[config.mk]
export PLATFORM = sky130hd
export DESIGN_NAME = parcel_prefetch
export DESIGN_NICKNAME = d
export VERILOG_FILES = /design/src/rtl/pf_pkg.sv /design/src/rtl/parcel_ring.sv /design/src/rtl/fetch_ctrl.sv /design/src/rtl/parcel_prefetch.sv
export SDC_FILE = /design/constraint.sdc
export NUM_CORES = 1
export LEC_CHECK = 0
export BUFFER_PORTS_ARGS = -buffer_cell sky130_fd_sc_hd__buf_2
export CAP_MARGIN = 20
export CORE_ASPECT_RATIO = 0.5
export CORE_UTILIZATION = 45
export CTS_CLUSTER_SIZE = 25
export DETAILED_ROUTE_END_ITERATION = 6
export PLACE_DENSITY = 0.72
export SYNTH_ARGS = -nofsm -noshare
export SYNTH_HDL_FRONTEND = slang
export SYNTH_SLANG_ARGS = --single-unit
[constraint.sdc]
create_clock -name clk -period 2.65 [get_ports clk]
set_input_delay 0.1325 -clock clk [delete_from_list [all_inputs] [get_ports clk]]
set_output_delay 0.1325 -clock clk [all_outputs]
set_load 0.02 [all_outputs]
[src/rtl/pf_pkg.sv]
package pf_pkg;
    typedef enum logic [1:0] {
        FS_FILL = 2'd0,
        FS_WAIT = 2'd1,
        FS_DROP = 2'd2
    } fetch_state_t;
endpackage

[src/rtl/parcel_ring.sv]
module parcel_ring #(
    parameter int DEPTH    = 4,
    parameter int PARCEL_W = 16,
    localparam int PTR_W   = $clog2(DEPTH),
    localparam int CNT_W   = PTR_W + 1
) (
    input  logic                clk,
    input  logic                rst_n,
    input  logic                clr,
    input  logic [1:0]          push_n,
    input  logic [PARCEL_W-1:0] push_a,
    input  logic [PARCEL_W-1:0] push_b,
    input  logic                pop,
    output logic [PARCEL_W-1:0] head,
    output logic [CNT_W-1:0]    count
);
    logic [PARCEL_W-1:0] slot [DEPTH];
    logic [PTR_W-1:0]    rd_ptr;
    logic [PTR_W-1:0]    wr_idx;
    logic [PTR_W-1:0]    wr_idx1;

    assign wr_idx  = rd_ptr + count[PTR_W-1:0];
    assign wr_idx1 = wr_idx + PTR_W'(1);
    assign head    = slot[rd_ptr];

    always_ff @(posedge clk) begin
        if (!clr && push_n != 2'd0) slot[wr_idx] <= push_a;
        if (!clr && push_n == 2'd2) slot[wr_idx1] <= push_b;
    end

    always_ff @(posedge clk) begin
        if (!rst_n || clr) begin
            rd_ptr <= '0;
            count  <= '0;
        end else begin
            if (pop) rd_ptr <= rd_ptr + PTR_W'(1);
            count <= count + CNT_W'(push_n) - CNT_W'(pop);
        end
    end
endmodule

[src/rtl/fetch_ctrl.sv]
module fetch_ctrl
    import pf_pkg::*;
#(
    parameter int          ADDR_W     = 32,
    parameter logic [31:0] RESET_ADDR = 32'h0
) (
    input  logic              clk,
    input  logic              rst_n,
    input  logic              flush,
    input  logic [ADDR_W-1:0] flush_addr,
    input  logic              space_ok,
    input  logic              req_ready,
    input  logic              resp_valid,
    output logic              req_valid,
    output logic [ADDR_W-1:0] req_addr,
    output logic              deliver,
    output logic              skip_lo,
    output fetch_state_t      state
);
    localparam logic [ADDR_W-1:0] WORD_BYTES = ADDR_W'(4);

    fetch_state_t      next_state;
    logic [ADDR_W-1:0] fetch_addr;
    logic              accept;

    assign accept = req_valid && req_ready;

    always_comb begin
        next_state = state;
        unique case (state)
            FS_FILL: if (!flush && accept) next_state = FS_WAIT;
            FS_WAIT: begin
                if (resp_valid)  next_state = FS_FILL;
                else if (flush)  next_state = FS_DROP;
            end
            FS_DROP: if (resp_valid) next_state = FS_FILL;
            default: next_state = FS_FILL;
        endcase
    end

    always_ff @(posedge clk) begin
        if (!rst_n) begin
            state      <= FS_FILL;
            fetch_addr <= {RESET_ADDR[ADDR_W-1:2], 2'b00};
            skip_lo    <= 1'b0;
        end else begin
            state <= next_state;
            if (flush) begin
                fetch_addr <= {flush_addr[ADDR_W-1:2], 2'b00};
                skip_lo    <= flush_addr[1];
            end else begin
                if (accept)  fetch_addr <= fetch_addr + WORD_BYTES;
                if (deliver) skip_lo    <= 1'b0;
            end
        end
    end

    always_comb begin
        req_valid = (state == FS_FILL) && !flush && space_ok;
        req_addr  = fetch_addr;
        deliver   = (state == FS_WAIT) && resp_valid && !flush;
    end
endmodule

[src/rtl/parcel_prefetch.sv]
module parcel_prefetch
    import pf_pkg::*;
#(
    parameter int          ADDR_W     = 32,
    parameter int          PARCEL_W   = 16,
    parameter int          DEPTH      = 4,
    parameter logic [31:0] RESET_ADDR = 32'h0,
    localparam int         WORD_W     = 2 * PARCEL_W,
    localparam int         CNT_W      = $clog2(DEPTH) + 1
) (
    input  logic                clk,
    input  logic                rst_n,
    input  logic                big_endian,
    input  logic                flush,
    input  logic [ADDR_W-1:0]   flush_addr,
    output logic                req_valid,
    output logic [ADDR_W-1:0]   req_addr,
    input  logic                req_ready,
    input  logic                resp_valid,
    input  logic [WORD_W-1:0]   resp_data,
    input  logic                dec_take,
    input  logic                rom_sel,
    input  logic                rom_valid,
    input  logic [PARCEL_W-1:0] rom_parcel,
    output logic                out_valid,
    output logic [PARCEL_W-1:0] out_parcel
);
    logic [CNT_W-1:0]    buf_count;
    logic [PARCEL_W-1:0] buf_head;
    logic [PARCEL_W-1:0] first_p, second_p;
    logic [PARCEL_W-1:0] push_a;
    logic [1:0]          push_n;
    logic                pop, deliver, skip_lo, space_ok;
    logic [CNT_W:0]      free_slots;
    fetch_state_t        state;

    // parcel order inside a word
    assign first_p  = big_endian ? resp_data[WORD_W-1:PARCEL_W] : resp_data[PARCEL_W-1:0];
    assign second_p = big_endian ? resp_data[PARCEL_W-1:0] : resp_data[WORD_W-1:PARCEL_W];

    assign push_a = skip_lo ? second_p : first_p;
    assign push_n = !deliver ? 2'd0 : (skip_lo ? 2'd1 : 2'd2);

    assign pop = dec_take && !rom_sel && !flush && (buf_count != '0);

    assign free_slots = (CNT_W+1)'(DEPTH) - {1'b0, buf_count} + (CNT_W+1)'(pop);
    assign space_ok   = free_slots >= (CNT_W+1)'(2);

    fetch_ctrl #(.ADDR_W(ADDR_W), .RESET_ADDR(RESET_ADDR)) u_ctrl (
        .clk        (clk),
        .rst_n      (rst_n),
        .flush      (flush),
        .flush_addr (flush_addr),
        .space_ok   (space_ok),
        .req_ready  (req_ready),
        .resp_valid (resp_valid),
        .req_valid  (req_valid),
        .req_addr   (req_addr),
        .deliver    (deliver),
        .skip_lo    (skip_lo),
        .state      (state)
    );

    parcel_ring #(.DEPTH(DEPTH), .PARCEL_W(PARCEL_W)) u_ring (
        .clk    (clk),
        .rst_n  (rst_n),
        .clr    (flush),
        .push_n (push_n),
        .push_a (push_a),
        .push_b (second_p),
        .pop    (pop),
        .head   (buf_head),
        .count  (buf_count)
    );

    always_comb begin
        if (rom_sel) begin
            out_valid  = rom_valid;
            out_parcel = rom_parcel;
        end else begin
            out_valid  = buf_count != '0;
            out_parcel = buf_head;
        end
    end
endmodule

# Word level (Yosys, flattened, before mapping)
# Memory sizes are Yosys's and may differ from the RTL's. A register that Yosys moved wholly into a read port is not among the register bits.
# Cells that the tools add are included.
[totals]
mem_count = 1
ramBits = 64
output_inout_bits = 50
regBits = 40
word_cells = 67
[memory_table]
columns = ["name", "depth", "width", "rd", "rd_ports_with_merged_regs", "wr", "line", "rtl"]
rows = [
  ["u_ring.slot", 4, 16, 1, 1, 2, "parcel_ring.sv:17", "logic [PARCEL_W-1:0] slot [DEPTH];"],
]
[classes]
mux = 22
n_reduce_logical = 22
n_eq_ne = 6
magnitude_cmp = 1
bitwise_logic = 1
addsub = 8
[ops]
columns = ["op", "n"]
rows = [
  ["2-to-1 mux 16 bit", 4],
  ["2-to-1 mux 32 bit", 2],
  ["adder 32 x 3 -> 32 bit, second input constant", 1],
  ["2-to-1 mux 2 bit", 8],
  ["logical AND 1 bit", 11],
  ["2-to-1 mux 1 bit", 7],
  ["case mux 2 bit (3 select lines)", 1],
  ["nonzero test 2 bit", 3],
  ["adder 2 x 1 -> 2 bit, second input constant", 2],
  ["adder 4 x 1 -> 4 bit", 1],
  ["equality test 2 bit, second input constant", 2],
  [">= comparator 4 x 2 -> 1 bit, second input constant", 1],
  ["subtractor 3 x 3 -> 4 bit, first input constant", 1],
  ["adder 3 x 2 -> 3 bit", 1],
  ["logical NOT 1 bit", 3],
  ["inequality test 3 bit, second input constant", 1],
  ["AND reduction 3 bit", 1],
  ["nonzero test 3 bit", 1],
  ["subtractor 3 x 1 -> 3 bit", 1],
  ["adder 2 bit", 1],
  ["equality test 2 x 1 -> 1 bit, second input constant", 1],
  ["logical NOT 2 bit", 1],
  ["inequality test 2 x 1 -> 1 bit, second input constant", 1],
  ["inequality test 2 bit, second input constant", 1],
  ["3 further kinds", 3],
]

# Logic depth before layout (Yosys ltp)
# Gate-level depths: netlist of the first run.
[depth]
depth_word = 11
depth_mapped = 13
depth_no_buf = 10

# Cells and area by module
# From an unflattened synthesis of the first run, not the netlist that was laid out.
[hier_totals]
cells_unflattened = 519
hier_area_um2 = 6279.8
[by_module_without_submodules]
columns = ["module", "area_per_inst_um2", "instances", "seq_area_each_um2", "cells_per_inst"]
rows = [
  ["parcel_ring", 3564.7, 1, 2062.0, 202],
  ["fetch_ctrl", 1975.6, 1, 660.6, 249],
  ["parcel_prefetch", 739.5, 1, 0.0, 68],
]

# Least setup slack after synthesis of the first run
# OpenSTA, ideal clock, no wires.
[synth_path]
kind = "flip-flop to flip-flop"
startpoint = "register u_ring.count[0]"
endpoint = "memory u_ring.slot[0][0] (enable)"
period_less_slack_ns = 2.858
setup_ns = 0.414
n_path_buf = 0
arrival_ns = 2.444
path_slack_ns = -0.208
stages_incl_launch_ff = 6
path_cell_list = "dfxtp_1 ha_1 xnor2_1 xor2_2 nor2_1 a211oi_1"
[synth_rtl]
columns = ["item", "line", "rtl"]
rows = [
  ["from (decl)", "parcel_ring.sv:15", "output logic [CNT_W-1:0] count"],
  ["from (signal assigned)", "parcel_ring.sv:37", "count <= count + CNT_W'(push_n) - CNT_W'(pop);"],
  ["to (decl)", "parcel_ring.sv:17", ""],
]

# Worst setup path in the final report of the first run
[layout_path]
startpoint = "register u_ring.count[2]"
endpoint = "output req_valid"
[layout_between]
elab_chain_cells = 5
word_cells_on_any_way = 6
[layout_rtl]
columns = ["item", "line", "rtl"]
rows = [
  ["parallel branches: the longest is 2 deep, another holds subtractor 3 x 3 -> 4 bit", "n/a", ""],
  ["adder 4 x 1 -> 4 bit (*)", "parcel_prefetch.sv:46", "assign free_slots = (CNT_W+1)'(DEPTH) - {1'b0, buf_count} + (CNT_W+1)'(pop);"],
  [">= comparator 4 x 2 -> 1 bit (*)", "parcel_prefetch.sv:47", "assign space_ok = free_slots >= (CNT_W+1)'(2);"],
  ["logical AND 1 bit (*)", "fetch_ctrl.sv:59", "req_valid = (state == FS_FILL) && !flush && space_ok;"],
  ["to (decl)", "parcel_prefetch.sv:16", "output logic req_valid,"],
]
# Mark *: on every way between the ends.

==> results of run 1 <==
-- cell usage in the layout (no fill, tap or decap), types with 3 or more instances in the layout --
master,instances
buf_2,134
mux2_2,82
edfxtp_1,64
dfxtp_1,39
buf_4,31
nand2_1,27
nor2_1,22
o21ai_0,22
a21oi_1,21
xnor2_1,16
mux4_2,16
inv_1,14
nand4_1,11
a31oi_1,9
nor3_1,9
nand3_1,9
clkbuf_16,9
and3_1,8
nor4_1,8
xor2_1,8
and2_1,7
o31a_1,7
ha_1,6
xnor2_2,4
or4_1,4
nor2_2,3
o21ba_2,3
o21a_1,3
buf_12,3
-- how the worst max path moves through the flow --
stage | depth (start not counted) | end | from
6_report | 10 | req_valid | u_ring.count[2]
5_1_grt | 10 | req_valid | u_ring.count[2]
4_1_cts | 10 | req_valid | u_ring.count[0]
3_5_place_dp | 10 | u_ctrl.req_addr[7] | u_ring.count[0]
3_3_place_gp | 10 | u_ctrl.req_addr[7] | u_ring.count[0]
2_1_floorplan | 11 | u_ctrl.req_addr[7] | u_ring.count[0]
-- flip-flops by register name, summed over array words and instances (netlist names), named ones only --
name / cells
u_ctrl.skip_lo: 1
u_ctrl.req_addr: 30
u_ring.count: 3
u_ctrl.state: 2
u_ring.slot: 64
u_ring.rd_ptr: 2
-- kinds of logic (layout without fill, tap and decap cells) --
| family | after synthesis | count (layout) |
|---|---|---|
| AO/OA/AOI/OAI | 78 | 78 |
| XOR/XNOR | 29 | 29 |
| adder cells (fa/ha/maj) | 8 | 8 |
| buffers and inverters | 44 | 199 |
| flip-flops | 104 | 104 |
| multiplexers | 99 | 99 |
| other | 1 | 2 |
| AND/OR/NAND/NOR | 126 | 126 |
-- stage by stage --
stage | power [mW] | worst slack, ps
3_5_place_dp | 2.48 | 51.1
3_3_place_gp | 2.47 | 108
2_1_floorplan | 2.24 | 1.63
5_1_grt | 3.90 | 11.3
6_report | 3.76 | 138
4_1_cts | 3.77 | 29.2
-- routing by layer --
metal  vias to the layer above  wire, µm  global-route usage  part of all wire
met4                         0       104              0.0491            0.0075
met3                        11       840              0.0425             0.060
li1                       2159         -                   -                 -
met1                      2218      6250               0.287              0.45
met2                       165      6760               0.374              0.48
met5                         -         0                   0                 0
-- layout make-up --
class	instances	area, µm²	share of cell area
Inverter	14	52.6	0.00731
Timing Repair Buffer	169	973	0.135
Tap cell	165	206	0.0287
Clock inverter	6	57.6	0.00801
Sequential cell	104	2720	0.379
Clock buffer	10	229	0.0319
Multi-Input combinational cell	342	2940	0.410
-- power by group through the flow --
stage | combinational, mW | sequential, mW | clock, mW
floorplan | 0.353 | 1.88 | 0
global placement | 0.615 | 1.85 | 0
detailed placement | 0.627 | 1.85 | 0
CTS | 0.633 | 1.82 | 1.32
global route | 0.689 | 1.83 | 1.39
finish | 0.638 | 1.82 | 1.30
-- critical path: cells and delay by family (launching register included) --
family | cells | cell delay (ps)
buffers and inverters | 3 | 400
and+or+nand+nor | 4 | 770
adders and majority gates | 2 | 320
AOI/OAI and AO/OA | 1 | 220
DFF | 1 | 320
-- timing repair --
item	4_1_cts	5_1_grt
hold buffers	1	0
setup buffers	0	1
pin swaps	0	4
hold endpoints to repair	1	0
endpoints found under the setup margin	1	19
resized for setup	1	8
==> impl_metrics.json, run 1 <==
{
  "outcome": "complete, no violations",
  "hpwl_um": 9740,
  "io_buffers": 135,
  "cts_sinks": 104,
  "via_per_inst": 5.62,
  "ys_ff_latch": 104,
  "drive_above_1_share": 0.474,
  "rrSetupSlack_ps": 150,
  "ys.flop_type": "edfxtp_1",
  "ys_seq_area_frac": 0.471,
  "die_w_um": 162,
  "critPathSlowestCell": "or3_4",
  "r2r_cells": 11,
  "path_common_cell": "buf_4",
  "synth_top_area_share": 0.333,
  "synth_fa_ha_area_frac": 0.0186,
  "syn_area_um2": 5780,
  "p_leak_nw": 2.72,
  "async_reset_ff_frac": 0,
  "synth_top_family_by_area": "multiplexers",
  "synthTopCellsByArea": "edfxtp_1, mux2_2, dfxtp_1, mux4_2, xnor2_1",
  "dp.cells": 792,
  "endpoint_kind": "primary output",
  "worstSetupPathType": "reg2out",
  "reg2reg_to": "u_ctrl.req_addr[23]",
  "cts.reportedPaths.clkPinSlew_ps": 70,
  "drt-total-wl_um": 14000,
  "r2r_start": "u_ring.count[2]",
  "synthMuxAreaShare": 0.224,
  "power_frac_clock": 0.346,
  "p_int_mw": 2.75,
  "crit_path_max_incr_delay_ps": 390,
  "synth_area_leader_cell": "edfxtp_1",
  "hold_path.class": "in2reg",
  "tightest_slew_ps": 962,
  "grt_pass1_wl_um": 22000,
  "start_util": 0.475,
  "whs_path_depth": 3,
  "crit_path_start_kind": "flop",
  "yosys.cell_types.count": 53,
  "row_count": 28,
  "grt_pass1_vias": 4295,
  "cts_tree": "yes",
  "rsz0062_at_grt": "false",
  "hold_violations": 0,
  "syn_area_per_cell_um2": 11.8,
  "grt.total_usage": 0.217,
  "combPwrFrac": 0.170,
  "hold_start": "flush_addr[13]",
  "nets": 737,
  "placed_area_um2": 6840,
  "p_switching_mw": 1.01,
  "fin_util": 0.591,
  "gp_congestion": 0.886,
  "cts_buffers": 9,
  "n_antenna_cell": 0,
  "critPathRequiredTime_ps": 2520,
  "crit_chain": "or3_4 > nand3_4 > ha_4 > inv_1 > ha_1 > nor4bb_1 > o21ba_2 > buf_4 > nor4_4 > buf_4",
  "cts_root_buf": "clkbuf_16",
  "yosysMostFrequentCell": "mux2_2",
  "ys.warnings.count": 0,
  "fin_setup_tns_ps": 0,
  "peakVddDrop_mv": 0.290,
  "firstDrtPassIters": 5,
  "critPathMaxFanout": 7,
  "swShare": 0.268,
  "min_to": "u_ctrl.req_addr[13]",
  "synth_edf_count": 64,
  "grt_overflow": 0,
  "synth_compound_area_frac": 0.0862,
  "fill_cells": 1020,
  "drt_iter0_markers": 295,
  "antenna_found_initial": 0,
  "fp.dieArea_um2": 13300,
  "synth_commonest_cells": "mux2_2, edfxtp_1, dfxtp_1, nand2_1, nor2_1",
  "ant_nets": 0,
  "synth-xor-area-share": 0.0492,
  "clk_latency_ps": 350,
  "fin_cells": 810,
  "relSlewSlack": 0.358,
  "netlist_instances": 489,
  "max_freq_mhz": 398,
  "finClkSkew_ps": 8.17,
  "core-area_um2": 12200,
  "period_minus_slack_ps": 2510,
  "powerDensity_nw_per_um2": 523,
  "postLayoutCellArea_um2": 7190,
  "die_h_um": 82.1,
  "vias": 4553,
  "clockBufferDepth": 2,
  "syn_to_final_growth_pct": 24.4,
  "slew_viol_final": 0,
  "drc": 0,
  "ios": 139,
  "wl_per_cell_um": 17.2,
  "h-tree-depth": 3,
  "whs_ps": 38.1,
  "setup_viol": 0,
  "period_share": 0.948,
  "seq_power_share": 0.484,
  "grt_max_degree": 30,
  "cp.arrival_ps": 2380,
  "synthSimpleGateAreaFrac": 0.117,
  "drv_cap": 0
}
Note: power is estimated with default switching activity, not from simulation.
==> run 2, diff against run 1 <==
- CTS_BUF_LIST: not set -> sky130_fd_sc_hd__clkbuf_4 sky130_fd_sc_hd__clkbuf_8
- PLACE_DENSITY: 0.72 -> not set
- PLACE_DENSITY_LB_ADDON: not set -> 0.08
==> run 2 against run 1 <==
Against the previous run:
- via count shrank 1.6%
- sequential share of layout area increased by 0.088 points
- non-clock buffer count up 6
- clock power down 29%
- maximum frequency fell by 2.3%
- flip-flop and latch count did not move
- utilization is 0.16 points lower
- clock skew grew 1.9 ps
- global-route usage up 0.51 points
- critical path type is now reg2reg
==> impl_metrics.json, run 2 (same netlist as run 1, synthesis figures left out) <==
{
  "outcome": "complete, no violations",
  "reg2reg_to": "u_ctrl.req_addr[7]",
  "final_cell_mix": "buf_2, mux2_2, edfxtp_1, dfxtp_1, buf_4",
  "period_share": 0.970,
  "grt_pass1_vias": 4362,
  "hold_start": "flush_addr[26]",
  "r2r_cells": 10,
  "cts_sinks": 104,
  "cts.reportedPaths.clkPinSlew_ps": 100,
  "setup_viol": 0,
  "clockBufferDepth": 2,
  "whs_path_depth": 3,
  "ios": 139,
  "cp.arrival_ps": 2870,
  "via_per_inst": 5.50,
  "drv_cap": 0,
  "grt_overflow": 0,
  "core-area_um2": 12200,
  "crit_chain": "or3_4 > nand3_4 > ha_4 > inv_1 > ha_1 > nor4bb_1 > o21ba_2 > or4b_2 > xor2_1 > a21oi_1",
  "die_h_um": 82.1,
  "critPathRequiredTime_ps": 2950,
  "postCtsSetupBuffers": 0,
  "regMostFlops": "u_ring.slot",
  "finClkSkew_ps": 10.1,
  "rrSetupSlack_ps": 80,
  "cts_root_buf": "clkbuf_8",
  "hold_path.class": "in2reg",
  "h-tree-depth": 3,
  "syn_to_final_growth_pct": 24.1,
  "grt_max_degree": 27,
  "start_util": 0.475,
  "cts_buffers": 9,
  "rsz0062_at_grt": "true",
  "ant_nets": 0,
  "p_leak_nw": 2.70,
  "hold_violations": 0,
  "io_buffers": 135,
  "hpwl_um": 9930,
  "powerDensity_nw_per_um2": 474,
  "crit_path_max_incr_delay_ps": 680,
  "die_w_um": 162,
  "drive_above_1_share": 0.480,
  "period_minus_slack_ps": 2570,
  "worstSetupPathType": "reg2reg",
  "grt.total_usage": 0.222,
  "grt_pass1_wl_um": 22400,
  "firstDrtPassIters": 5,
  "slew_viol_final": 0,
  "wl_per_cell_um": 17.3,
  "vias": 4481,
  "min_to": "u_ctrl.req_addr[26]",
  "n_antenna_cell": 0,
  "gp_congestion": 0.804,
  "critPathMaxFanout": 2,
  "endpoint_kind": "flop",
  "tightest_slew_ps": 654,
  "nets": 743,
  "largest_reg_flops": 64,
  "antenna_found_initial": 1,
  "relSlewSlack": 0.563,
  "drc": 0,
  "fp.dieArea_um2": 13300,
  "clk_latency_ps": 370,
  "layout_commonest_cell": "buf_2",
  "fill_cells": 1055,
  "power_mw": 3.40,
  "drt-total-wl_um": 14100,
  "fin_util": 0.590,
  "peakVddDrop_mv": 0.222,
  "critPathSlowestCell": "or4b_2",
  "max_freq_mhz": 389,
  "drt_iter0_markers": 237,
  "row_count": 28,
  "r2r_start": "u_ring.count[0]",
  "cts_tree": "yes",
  "crit_path_start_kind": "flop"
}
==> run 2: changes by cell type in the layout (fill, tap and decap cells not counted), moves of 2 or more <==
| cell | before | now |
|---|---|---|
| buf_12 | 3 | 6 |
| clkbuf_16 | 9 | 0 |
| clkbuf_8 | 0 | 9 |
| clkinvlp_4 | 0 | 2 |
| dlygate4sd3_1 | 1 | 3 |
| inv_8 | 2 | 0 |
| nand2_1 | 27 | 25 |
| nand2_2 | 0 | 2 |
| o311ai_0 | 2 | 0 |
| o311ai_1 | 1 | 3 |
==> run 2: critical path: cells and delay by family, from the launching register on <==
family          cells  cell delay, ps
flops               1             320
compound gates      2             360
simple gates        4            1300
xor+xnor            1             160
buf+inv             1              40
fa+ha+maj           2             310
==> run 2: metrics by stage <==
step           setup slack (ps)  instances  instance area (µm²)  TNS, ps  hold slack, ps
2_1_floorplan              1.63        490                 5800        0             209
3_3_place_gp                107        797                 6910        0             354
3_5_place_dp               22.1        797                 6910        0             354
4_1_cts                    6.42        815                 7120        0            6.35
5_1_grt                   -23.1        815                 7170    -42.2            15.0
6_report                   80.0        815                 7170        0            15.1
==> run 2: area by class of cell <==
class	count	area [µm²]	area share
inverter	14	52.6	0.00733
multi-input combinational	342	2950	0.411
sequential	104	2720	0.380
tap	165	206	0.0288
clock inverter	6	50.0	0.00698
timing repair buffer	175	1060	0.149
clock buffer	9	124	0.0173
==> run 2: timing repair <==
action                                 in CTS  in global routing
pin swaps                                   0                  2
endpoints found under the hold margin       3                  0
hold buffers                                3                  0
setup endpoints to repair                   2                 15
gates resized for setup                     2                 11
==> run 2: routing by layer <==
layer	share of wire	global-route usage	up-vias
met5	0	0	-
met4	0.0092	0.0509	0
met3	0.063	0.0549	11
met2	0.48	0.389	163
met1	0.44	0.282	2150
li1	-	-	2157
==> run 2: worst max path at each step <==
stage                          startpoint                  end  slack [ps]  cells after the start
after global routing      u_ring.count[0]   u_ctrl.req_addr[7]         -20                     10
after detailed placement  u_ring.count[0]  u_ctrl.req_addr[21]          20                     11
after floorplan           u_ring.count[0]   u_ctrl.req_addr[7]           2                     11
final                     u_ring.count[0]   u_ctrl.req_addr[7]          80                     10
after CTS                 u_ring.count[0]            req_valid           6                     10
after global placement    u_ring.count[0]  u_ctrl.req_addr[21]         110                     11
==> run 2: power by group <==
part	internal, mW	switching, mW	leakage [nW]
clock network	0.349	0.580	0.0827
registers	1.77	0.0451	0.906
logic	0.328	0.321	1.72
total	2.45	0.946	2.70
==> run 3, diff against run 2 <==
- CAP_MARGIN: 20 -> 30
- clock period: 2.65 -> 2.6 ns (I/O delays scaled with it)
==> run 3 against run 2 <==
Against the previous run:
- sequential power barely moved
- critical path depth rose by 1
- utilization rose by 1.6 points
- sequential share of layout area fell by 1.0 points
- largest cell class unchanged
==> impl_metrics.json, run 3 (same netlist as run 1, synthesis figures left out) <==
{
  "outcome": "complete, no violations",
  "hold_start": "flush_addr[26]",
  "critPathRequiredTime_ps": 2850,
  "regMostFlops": "u_ring.slot",
  "peakVddDrop_mv": 0.260,
  "reg2reg_to": "u_ctrl.req_addr[7]",
  "grt_overflow": 0,
  "period_minus_slack_ps": 2550,
  "cts_buffers": 9,
  "h-tree-depth": 3,
  "grt_pass1_wl_um": 22300,
  "critPathSlowestCell": "or4b_4",
  "wl_per_cell_um": 17.4,
  "ant_nets": 0,
  "crit_path_max_incr_delay_ps": 530,
  "r2r_cells": 11,
  "finClkSkew_ps": 21.2,
  "drv_cap": 0,
  "whs_path_depth": 3,
  "hold_path.class": "in2reg",
  "clockBufferDepth": 2,
  "die_w_um": 162,
  "powerDensity_nw_per_um2": 473,
  "firstDrtPassIters": 4,
  "cts_tree": "yes",
  "drt_iter0_markers": 235,
  "fin_util": 0.606,
  "cp.arrival_ps": 2800,
  "via_per_inst": 5.49,
  "max_freq_mhz": 391,
  "final_cell_mix": "buf_2, mux2_2, edfxtp_1, buf_4, dfxtp_1",
  "nets": 760,
  "start_util": 0.475,
  "drt-total-wl_um": 14500,
  "drive_above_1_share": 0.493,
  "hpwl_um": 10200,
  "grt.total_usage": 0.223,
  "setup_viol": 0,
  "syn_to_final_growth_pct": 27.5,
  "relSlewSlack": 0.505,
  "n_antenna_cell": 0,
  "layout_commonest_cell": "buf_2",
  "io_buffers": 135,
  "antenna_found_initial": 0,
  "row_count": 28,
  "fp.dieArea_um2": 13300,
  "drc": 0,
  "largest_reg_flops": 64,
  "gp_congestion": 0.809,
  "cts_root_buf": "clkbuf_8",
  "core-area_um2": 12200,
  "critPathMaxFanout": 3,
  "grt_pass1_vias": 4421,
  "crit_family": "simple AND/OR/NAND/NOR gates",
  "tightest_slew_ps": 741,
  "rrSetupSlack_ps": 50,
  "crit_path_start_kind": "flop",
  "rsz0062_at_grt": "true",
  "endpoint_kind": "flop",
  "cts.reportedPaths.clkPinSlew_ps": 110,
  "grt_max_degree": 27,
  "p_leak_nw": 2.79,
  "clk_latency_ps": 380,
  "slew_viol_final": 0,
  "cp.buffers_inverters": 2,
  "cts_sinks": 104,
  "hold_violations": 0,
  "vias": 4569,
  "crit_chain": "or3_4 > nand3_4 > ha_4 > inv_1 > ha_2 > nor4bb_4 > o21ba_2 > buf_4 > or4b_4 > xor2_1 > a21oi_1",
  "ios": 139,
  "die_h_um": 82.1,
  "min_to": "u_ctrl.req_addr[26]",
  "period_share": 0.982,
  "setup_ws_ps": 45.7,
  "r2r_start": "u_ring.count[2]",
  "worstSetupPathType": "reg2reg",
  "whs_ps": 11.6,
  "place_ws_ps": 58.2
}
run 3: cell types whose count changed in the layout (fill, tap and decap cells not counted), sizes merged:
cell         delta
buf            +14
clkinvlp        +1
dlygate4sd3     +3
inv             -1
run 3: area by class of cell:
cell class              instances  area (µm²)
fillers                      1070        4790
multi-input cells             342        2980
flip-flops and latches        104        2720
repair buffers                192        1220
well taps                     165         206
clock buffers                   9         124
inverters                      14        52.6
clock inverters                 6        51.3
run 3: per-stage QoR:
step                std cells  total power, mW  cell area [µm²]  TNS (ps)
floorplan                 490             2.28             5810         0
global route              832             3.63             7370    -0.184
detailed placement        801             2.55             6970         0
global placement          801             2.54             6970         0
finish                    832             3.49             7370         0
CTS                       825             3.50             7250         0
run 3: worst max-delay path by stage:
stage / startpoint / slack [ps] / endpoint / depth (start not counted)
6_report: u_ring.count[2] / 50 / u_ctrl.req_addr[7] / 11
4_1_cts: u_ring.count[2] / 20 / req_valid / 10
3_3_place_gp: u_ring.count[2] / 80 / u_ctrl.req_addr[21] / 11
3_5_place_dp: u_ring.count[2] / 60 / u_ctrl.req_addr[21] / 11
5_1_grt: u_ring.count[2] / -0.2 / u_ctrl.req_addr[7] / 11
2_1_floorplan: u_ring.count[2] / 120 / u_ctrl.req_addr[7] / 11
run 3: power breakdown:
group          total, mW  internal (mW)  leakage [nW]  switching, mW
sequential          1.85           1.81         0.906         0.0475
clock              0.951          0.355        0.0798          0.596
combinational      0.680          0.349          1.81          0.330
run 3: per-layer routing:
metal,part of all wire,vias to the layer above,global-route usage
met3,0.059,14,0.0579
met5,0,-,0
met4,0.0096,0,0.0538
li1,-,2199,-
met2,0.48,138,0.389
met1,0.45,2218,0.280
run 3: worst min-delay path: cells and delay by family:
family	cells	cell delay, ps
AOI/OAI and AO/OA	2	160
buffers and inverters	1	70
run 3: timing repair:
action                                 in CTS  in global routing
gates resized for setup                     4                 12
pin swaps                                   1                  1
buffers inserted                            3                  7
endpoints found under the hold margin       6                  0
setup endpoints to repair                   1                 12
hold buffers                                6                  0
